$ cat config.mk
export PLATFORM = sky130hd
export DESIGN_NAME = gate_kill_stage
export DESIGN_NICKNAME = d
export VERILOG_FILES = /design/src/rtl/gk_pkg.sv /design/src/rtl/gk_control.sv /design/src/rtl/gk_datapath.sv /design/src/rtl/gate_kill_stage.sv
export SDC_FILE = /design/constraint.sdc
export NUM_CORES = 1
export LEC_CHECK = 0
export BUFFER_PORTS_ARGS = -buffer_cell sky130_fd_sc_hd__buf_2
export CORE_MARGIN = 1.5
export CORE_UTILIZATION = 30
export DETAILED_ROUTE_END_ITERATION = 6
export GPL_TIMING_DRIVEN = 0
export PLACE_DENSITY_LB_ADDON = 0.05
export SLEW_MARGIN = 20
export SYNTH_ARGS = -nofsm -noshare
export SYNTH_HDL_FRONTEND = slang
export SYNTH_SLANG_ARGS = --single-unit
export TNS_END_PERCENT = 30
$ cat constraint.sdc
create_clock -name clk -period 2.1 [get_ports clk]
set_clock_uncertainty 0.2 [all_clocks]
set_input_delay 0 -clock clk [delete_from_list [all_inputs] [get_ports clk]]
set_output_delay 0 -clock clk [all_outputs]
set_load 0.01 [all_outputs]
$ cat src/rtl/gk_pkg.sv
package gk_pkg;
  localparam int GATE_COUNT = 6;

  // strobe bundle from control to datapath
  typedef struct packed {
    logic forceOff;   // next-state of the fault: gates off on this edge
    logic loadGates;  // gates may take the new commands on this edge
  } gkCtrl_t;
endpackage

$ cat src/rtl/gk_control.sv
module gk_control #(
  parameter int FILTER_CYCLES = 32,
  parameter int SYNC_STAGES   = 2
) (
  input  logic            clk,
  input  logic            rstN,
  input  logic            killPin,
  input  logic            killActiveHigh,
  input  logic            faultClear,
  output gk_pkg::gkCtrl_t ctrl,
  output logic            faultLatched
);
  localparam int CNT_W = (FILTER_CYCLES > 2) ? $clog2(FILTER_CYCLES) : 1;
  localparam logic [CNT_W-1:0] CNT_LAST = CNT_W'(FILTER_CYCLES - 1);

  logic                   rawAsserted;
  logic [SYNC_STAGES-1:0] syncChain;
  logic                   syncAsserted;
  logic [CNT_W-1:0]       runCount;
  logic                   qualify;
  logic                   faultNext;

  // polarity applied ahead of the synchronizer so reset state is "inactive"
  assign rawAsserted = killActiveHigh ? killPin : ~killPin;

  generate
    for (genvar s = 0; s < SYNC_STAGES; s++) begin : g_sync
      if (s == 0) begin : g_first
        always_ff @(posedge clk or negedge rstN)
          if (!rstN) syncChain[0] <= 1'b0;
          else       syncChain[0] <= rawAsserted;
      end else begin : g_next
        always_ff @(posedge clk or negedge rstN)
          if (!rstN) syncChain[s] <= 1'b0;
          else       syncChain[s] <= syncChain[s-1];
      end
    end
  endgenerate

  assign syncAsserted = syncChain[SYNC_STAGES-1];

  // persistence filter: consecutive synchronized asserted samples
  always_ff @(posedge clk or negedge rstN) begin
    if (!rstN)                  runCount <= '0;
    else if (!syncAsserted)     runCount <= '0;
    else if (runCount != CNT_LAST) runCount <= runCount + 1'b1;
  end

  assign qualify = syncAsserted && (runCount == CNT_LAST);

  always_comb begin
    faultNext = faultLatched;
    if (qualify)                          faultNext = 1'b1;
    else if (faultClear && !syncAsserted) faultNext = 1'b0;
  end

  always_ff @(posedge clk or negedge rstN)
    if (!rstN) faultLatched <= 1'b0;
    else       faultLatched <= faultNext;

  assign ctrl.forceOff  = faultNext;
  assign ctrl.loadGates = ~faultNext;
endmodule

$ cat src/rtl/gk_datapath.sv
module gk_datapath #(
  parameter int GATES = gk_pkg::GATE_COUNT
) (
  input  logic             clk,
  input  logic             rstN,
  input  gk_pkg::gkCtrl_t  ctrl,
  input  logic [GATES-1:0] pwmIn,
  input  logic [GATES-1:0] gatePolarity,
  output logic [GATES-1:0] gateOut
);
  logic [GATES-1:0] gateOn;  // 1 = switch conducting, polarity-free

  always_ff @(posedge clk or negedge rstN) begin
    if (!rstN)              gateOn <= '0;
    else if (ctrl.forceOff) gateOn <= '0;
    else if (ctrl.loadGates) gateOn <= pwmIn;
  end

  generate
    for (genvar g = 0; g < GATES; g++) begin : g_pol
      assign gateOut[g] = gatePolarity[g] ? gateOn[g] : ~gateOn[g];
    end
  endgenerate
endmodule

$ cat src/rtl/gate_kill_stage.sv
module gate_kill_stage #(
  parameter int FILTER_CYCLES = 32,
  parameter int SYNC_STAGES   = 2
) (
  input  logic       clk,
  input  logic       rstN,
  input  logic [5:0] pwmIn,
  input  logic       killPin,
  input  logic       killActiveHigh,
  input  logic [5:0] gatePolarity,
  input  logic       faultClear,
  output logic [5:0] gateOut,
  output logic       faultLatched
);
  gk_pkg::gkCtrl_t ctrl;

  gk_control #(.FILTER_CYCLES(FILTER_CYCLES), .SYNC_STAGES(SYNC_STAGES)) u_ctrl (
    .clk(clk), .rstN(rstN), .killPin(killPin), .killActiveHigh(killActiveHigh),
    .faultClear(faultClear), .ctrl(ctrl), .faultLatched(faultLatched)
  );

  gk_datapath #(.GATES(gk_pkg::GATE_COUNT)) u_dp (
    .clk(clk), .rstN(rstN), .ctrl(ctrl), .pwmIn(pwmIn),
    .gatePolarity(gatePolarity), .gateOut(gateOut)
  );
endmodule

### Yosys cells after proc, flatten, opt, wreduce, memory -nomap -nowiden

Cells that the tools add are included.

* output and inout bits: 7
* word-level logic and storage cells: 31
* input bits: 17
* register bits: 14

* mux-type cells: 12
* eq/ne operators: 3
* bitwise operators: 7
* add/subtract/negate cells: 1
* reductions and logical operators: 3

Operators by type and width (number)
* 5-bit two-way mux: 2
* 1-bit two-way mux: 9
* 1-bit NOT: 7
* 6-bit two-way mux: 1
* 5-bit by 1-bit adder with 5-bit output (second input constant): 1
* 5-bit == test (second input constant): 1
* 5-bit != test (second input constant): 1
* 1-bit logical AND: 2
* 2-bit != test (second input constant): 1
* 1-bit zero test: 1

### Logic depth before layout (Yosys ltp)

* depth in word-level cells: 5
* mapped depth: 7
* mapped depth without buffers: 6

### Cells and area by module

Synthesis repeated with hierarchy kept, for this count alone.

* cells, all modules: 55
* area, all modules: 686.9 µm²

Modules (own cells, without submodules)
* gk_control: instances 1, area an instance 390.4 µm², cells each 30, sequential area each 200.2 µm²
* gk_datapath: instances 1, area an instance 296.5 µm², cells each 25, sequential area each 150.1 µm²

### Worst setup path before layout

Ideal clock, no wire load.

* path type: reg2reg
* start point: register u_ctrl.runCount[0]
* end point: register u_ctrl.runCount[3]
* data arrival time: 1.481 ns
* period minus slack after synthesis: 1.800 ns
* setup time: 0.119 ns
* path slack: 0.300 ns
* buffers on the path: 1
* stages on the path, launching flop included: 8
* data required time: 1.781 ns
* path through: dfrtp_1 ha_1 and3_1 ha_1 buf_6 nand4b_4 xnor2_1 and2_1

* longest elaborated chain between the ends: 3
* elaborated cells on any way between the ends: 5
* those cells by class: 1 x add/sub; 2 x eq/ne; 2 x mux

RTL lines
* start, declared: RTL line gk_control.sv:19 `logic [CNT_W-1:0] runCount;`
* start signal, assigned: RTL line gk_control.sv:46 `else if (runCount != CNT_LAST) runCount <= runCount + 1'b1;`
* 5-bit by 1-bit adder with 5-bit output: RTL line gk_control.sv:46
* 5-bit two-way mux: RTL line gk_control.sv:46
* 5-bit two-way mux: RTL line gk_control.sv:45 `else if (!syncAsserted) runCount <= '0;`

Parallel ways exist; a longest one is shown, timed or not. The select of a mux whose other input is x is not followed.
A chain may end at the register's enable or synchronous reset.

### Worst setup path in the final report

Same ends and word-level chain as after synthesis.

==> results.tsv <==
stage	metric	value	unit
run_status	status	complete, no violations	
finish	Layout Area Growth over Synthesis	47.6	%
finish	layout cell share with drive strength beyond 1	36.9	%
cts	Post-CTS Setup Bufs	0	
cts	CTS clk-pin slew, worst paths	0.08	ns
finish	final net count	104	
finish	final design utilization	46.7	%
finish	Sequential cell area	350	um^2
cts	Post-CTS Hold Buffers	11	
grt	Overflow after GRT	0	
worst_setup_path	Crit path arrival time	1.84	ns
drt	wirelength, routed	1030	um
drt	post-DR vias/cell	4.00	
grt	vias in the first global route	451	
min_path	Hold Crit Class	input port to output port	
cts	CTS tree	done	
logic_synthesis	Synth Register Bits	14	
logic_synthesis	distinct cell type count after synthesis	12	
power	Max IR drop VDD	0.367	mV
worst_setup_path	CP Class	register to register	
logic_synthesis	Post-synth top cells	dfrtp_1 (14), xnor2_1 (10), nor2b_1 (8), and2_1 (3)	
cts	Root Driver	clkbuf_4	
logic_synthesis	Post-synth top flop	dfrtp_1	
logic_synthesis	share of the synthesized area in the top cell type	56.5	%
die	initial core utilization	31.6	%
grt	first-pass GRT wire length	1790	um
cts	post-cts sizing count	0	
sta	setup tns final	0	ns
sta	Slew HR	56.9	%
sta	Final period util	89.5	%
logic_synthesis	Cells after Synth	46	
logic_synthesis	Yosys warning count	0	
logic_synthesis	EDFF count, synth	0	
finish	multi-input logic area	255	um^2
logic_synthesis	main area contributors after synthesis	dfrtp_1 (56%), xnor2_1 (14%), nor2b_1 (8.1%), ha_1 (4.0%), nand4b_4 (3.8%)	
worst_setup_path	Worst setup SP type	register	
power	Leak	0.448	nW
logic_synthesis	sequential area share after synthesis	56.5	%
drt	number of DRC markers in iteration 0	2	
cts	Num Clock Sinks	14	
finish	# diodes	0	
sta	Final min period	1.88	ns
logic_synthesis	Netlist Area Pre-Place	621	um^2
die	row count	16	
die	Vert. Die Dim	48.5	um
drt	Pre-antenna DRT Iters	2	
grt	initial antenna violation count	0	
finish	final-layout fill cell count	212	
worst_setup_path	maximum fanout along the worst path	6	
die	io pins	24	
power	PD cells	734	nW/um^2
placement	HPWL Detailed	693	um
drt	antenna viol nets, final	0	
cts	H-tree levels	1	
sta	fin. max-slew vios	0	
logic_synthesis	most frequent cell after synthesis	dfrtp_1	
worst_setup_path	Req. time, crit path	2.06	ns
die	die width	48.5	um
logic_synthesis	async set or reset register ratio after synthesis	100	%
sta	final hold slack	0.0655	ns
die	Core Area	1960	um^2
sta	fmax	0.532	GHz
cts	CTS Buffer Depth	2	
sta	Worst-Margin Slew	0.644	ns
placement	Port Buf Inserts	23	
grt	largest net degree at the start of global routing	15	
drt	WL/cell	9.23	um
run	max_cap viols	0	
placement	RD Place Congestion	0.656	
logic_synthesis	area leader, netlist	dfrtp_1	
drt	drt drc	0	
logic_synthesis	Mapped Avg Cell Area	13.5	um^2
sta	RSZ-0062 raised after global routing	no	
cts	Clock Latency Late Sink	0.27	ns
logic_synthesis	synthesized net count	65	
drt	vias after detailed routing	444	
grt	gr usage total	9.80	%
cts	TritonCTS Buffers	3	
worst_setup_path	crit end category	register	
die	Die ar.	2350	um^2
sta	Final Hold Violating Endpoints	0	
sta	# setup viols final	0	
-- registers in the layout, summed over array words and instances (netlist names) --
| signal | cells |
|---|---|
| u_ctrl.syncChain | 1 |
| u_ctrl.runCount | 5 |
| u_ctrl.syncAsserted | 1 |
| u_ctrl.faultLatched | 1 |
| u_dp.gateOn | 6 |
-- power breakdown --
part | switching (mW) | leakage [nW] | internal (mW)
Combinational | 0.0657 | 0.250 | 0.0850
Sequential | 0.0279 | 0.177 | 0.305
Clock | 0.0829 | 0.0210 | 0.105
-- cells in the final DEF, fill, tap and decap left out --
| cell type | n |
|---|---|
| nand2b_1 | 1 |
| mux2i_1 | 2 |
| clkbuf_8 | 1 |
| nand4b_4 | 1 |
| dfrtp_1 | 14 |
| buf_6 | 1 |
| buf_2 | 23 |
| ha_1 | 2 |
| and2_1 | 3 |
| nor2b_1 | 8 |
| and3_1 | 1 |
| inv_1 | 1 |
| o21ai_2 | 2 |
| clkbuf_4 | 3 |
| dlygate4sd3_1 | 11 |
| xnor2_1 | 10 |
-- final timing paths --
check	depth (start not counted)	endpoint	slack, ns	start
max	7	u_ctrl.runCount[3]$_DFFE_PN0P_	0.22	u_ctrl.runCount[0]$_DFFE_PN0P_
min in group asynchronous	3	u_dp.gateOn[2]$_DFF_PN0_	0.61	rstN
min	3	gateOut[5]	0.07	gatePolarity[5]
max in group asynchronous	3	u_ctrl.runCount[0]$_DFFE_PN0P_	0.67	rstN
max reg2reg	7	u_ctrl.runCount[3]$_DFFE_PN0P_	0.22	u_ctrl.runCount[0]$_DFFE_PN0P_
min reg2reg	0	u_ctrl.syncAsserted$_DFF_PN0_	0.16	u_ctrl.syncChain[0]$_DFF_PN0_
-- routing by layer --
layer / wire length (um) / track usage, % / up-vias
met5: 0 / 0 / -
met3: 62 / 2.47 / 4
met2: 487 / 18.1 / 17
li1: - / - / 223
met4: 19 / 5.24 / 0
met1: 455 / 10.2 / 200
-- cells by family after synthesis --
logic type	after synthesis	share of synthesized area [%]
DFF	14	56.5
xor gates and xnor gates	10	14.1
muxes	2	3.23
AOI/OAI and AO/OA	2	2.82
adders and majority gates	2	4.03
and+or+nand+nor	14	16.9
buffers and inverters	2	2.42
-- stage by stage --
stage	std cells	power, mW	instance area, um^2	setup slack (ns)
global placement	96	0.475	769	0.245
CTS	111	0.685	916	0.207
global route	111	0.714	916	0.149
finish	111	0.672	916	0.221
floorplan	46	0.415	621	0.300
detailed placement	96	0.475	769	0.223
-- layout make-up --
type / count / share of cell area [%]
inverter: 1 / 0.410
tap: 27 / 3.69
sequential: 14 / 38.3
buffer: 1 / 1.23
timing repair buffer: 34 / 24.6
multi-input combinational: 30 / 27.9
clock buffer: 4 / 3.96
-- critical path, stage by stage (launching register included) --
cell      delay [ns]
dfrtp_1         0.44
ha_1            0.23
and3_1          0.15
ha_1            0.18
buf_6           0.13
nand4b_4        0.16
xnor2_1         0.13
and2_1          0.15
Power figures use the tool's default switching activity.
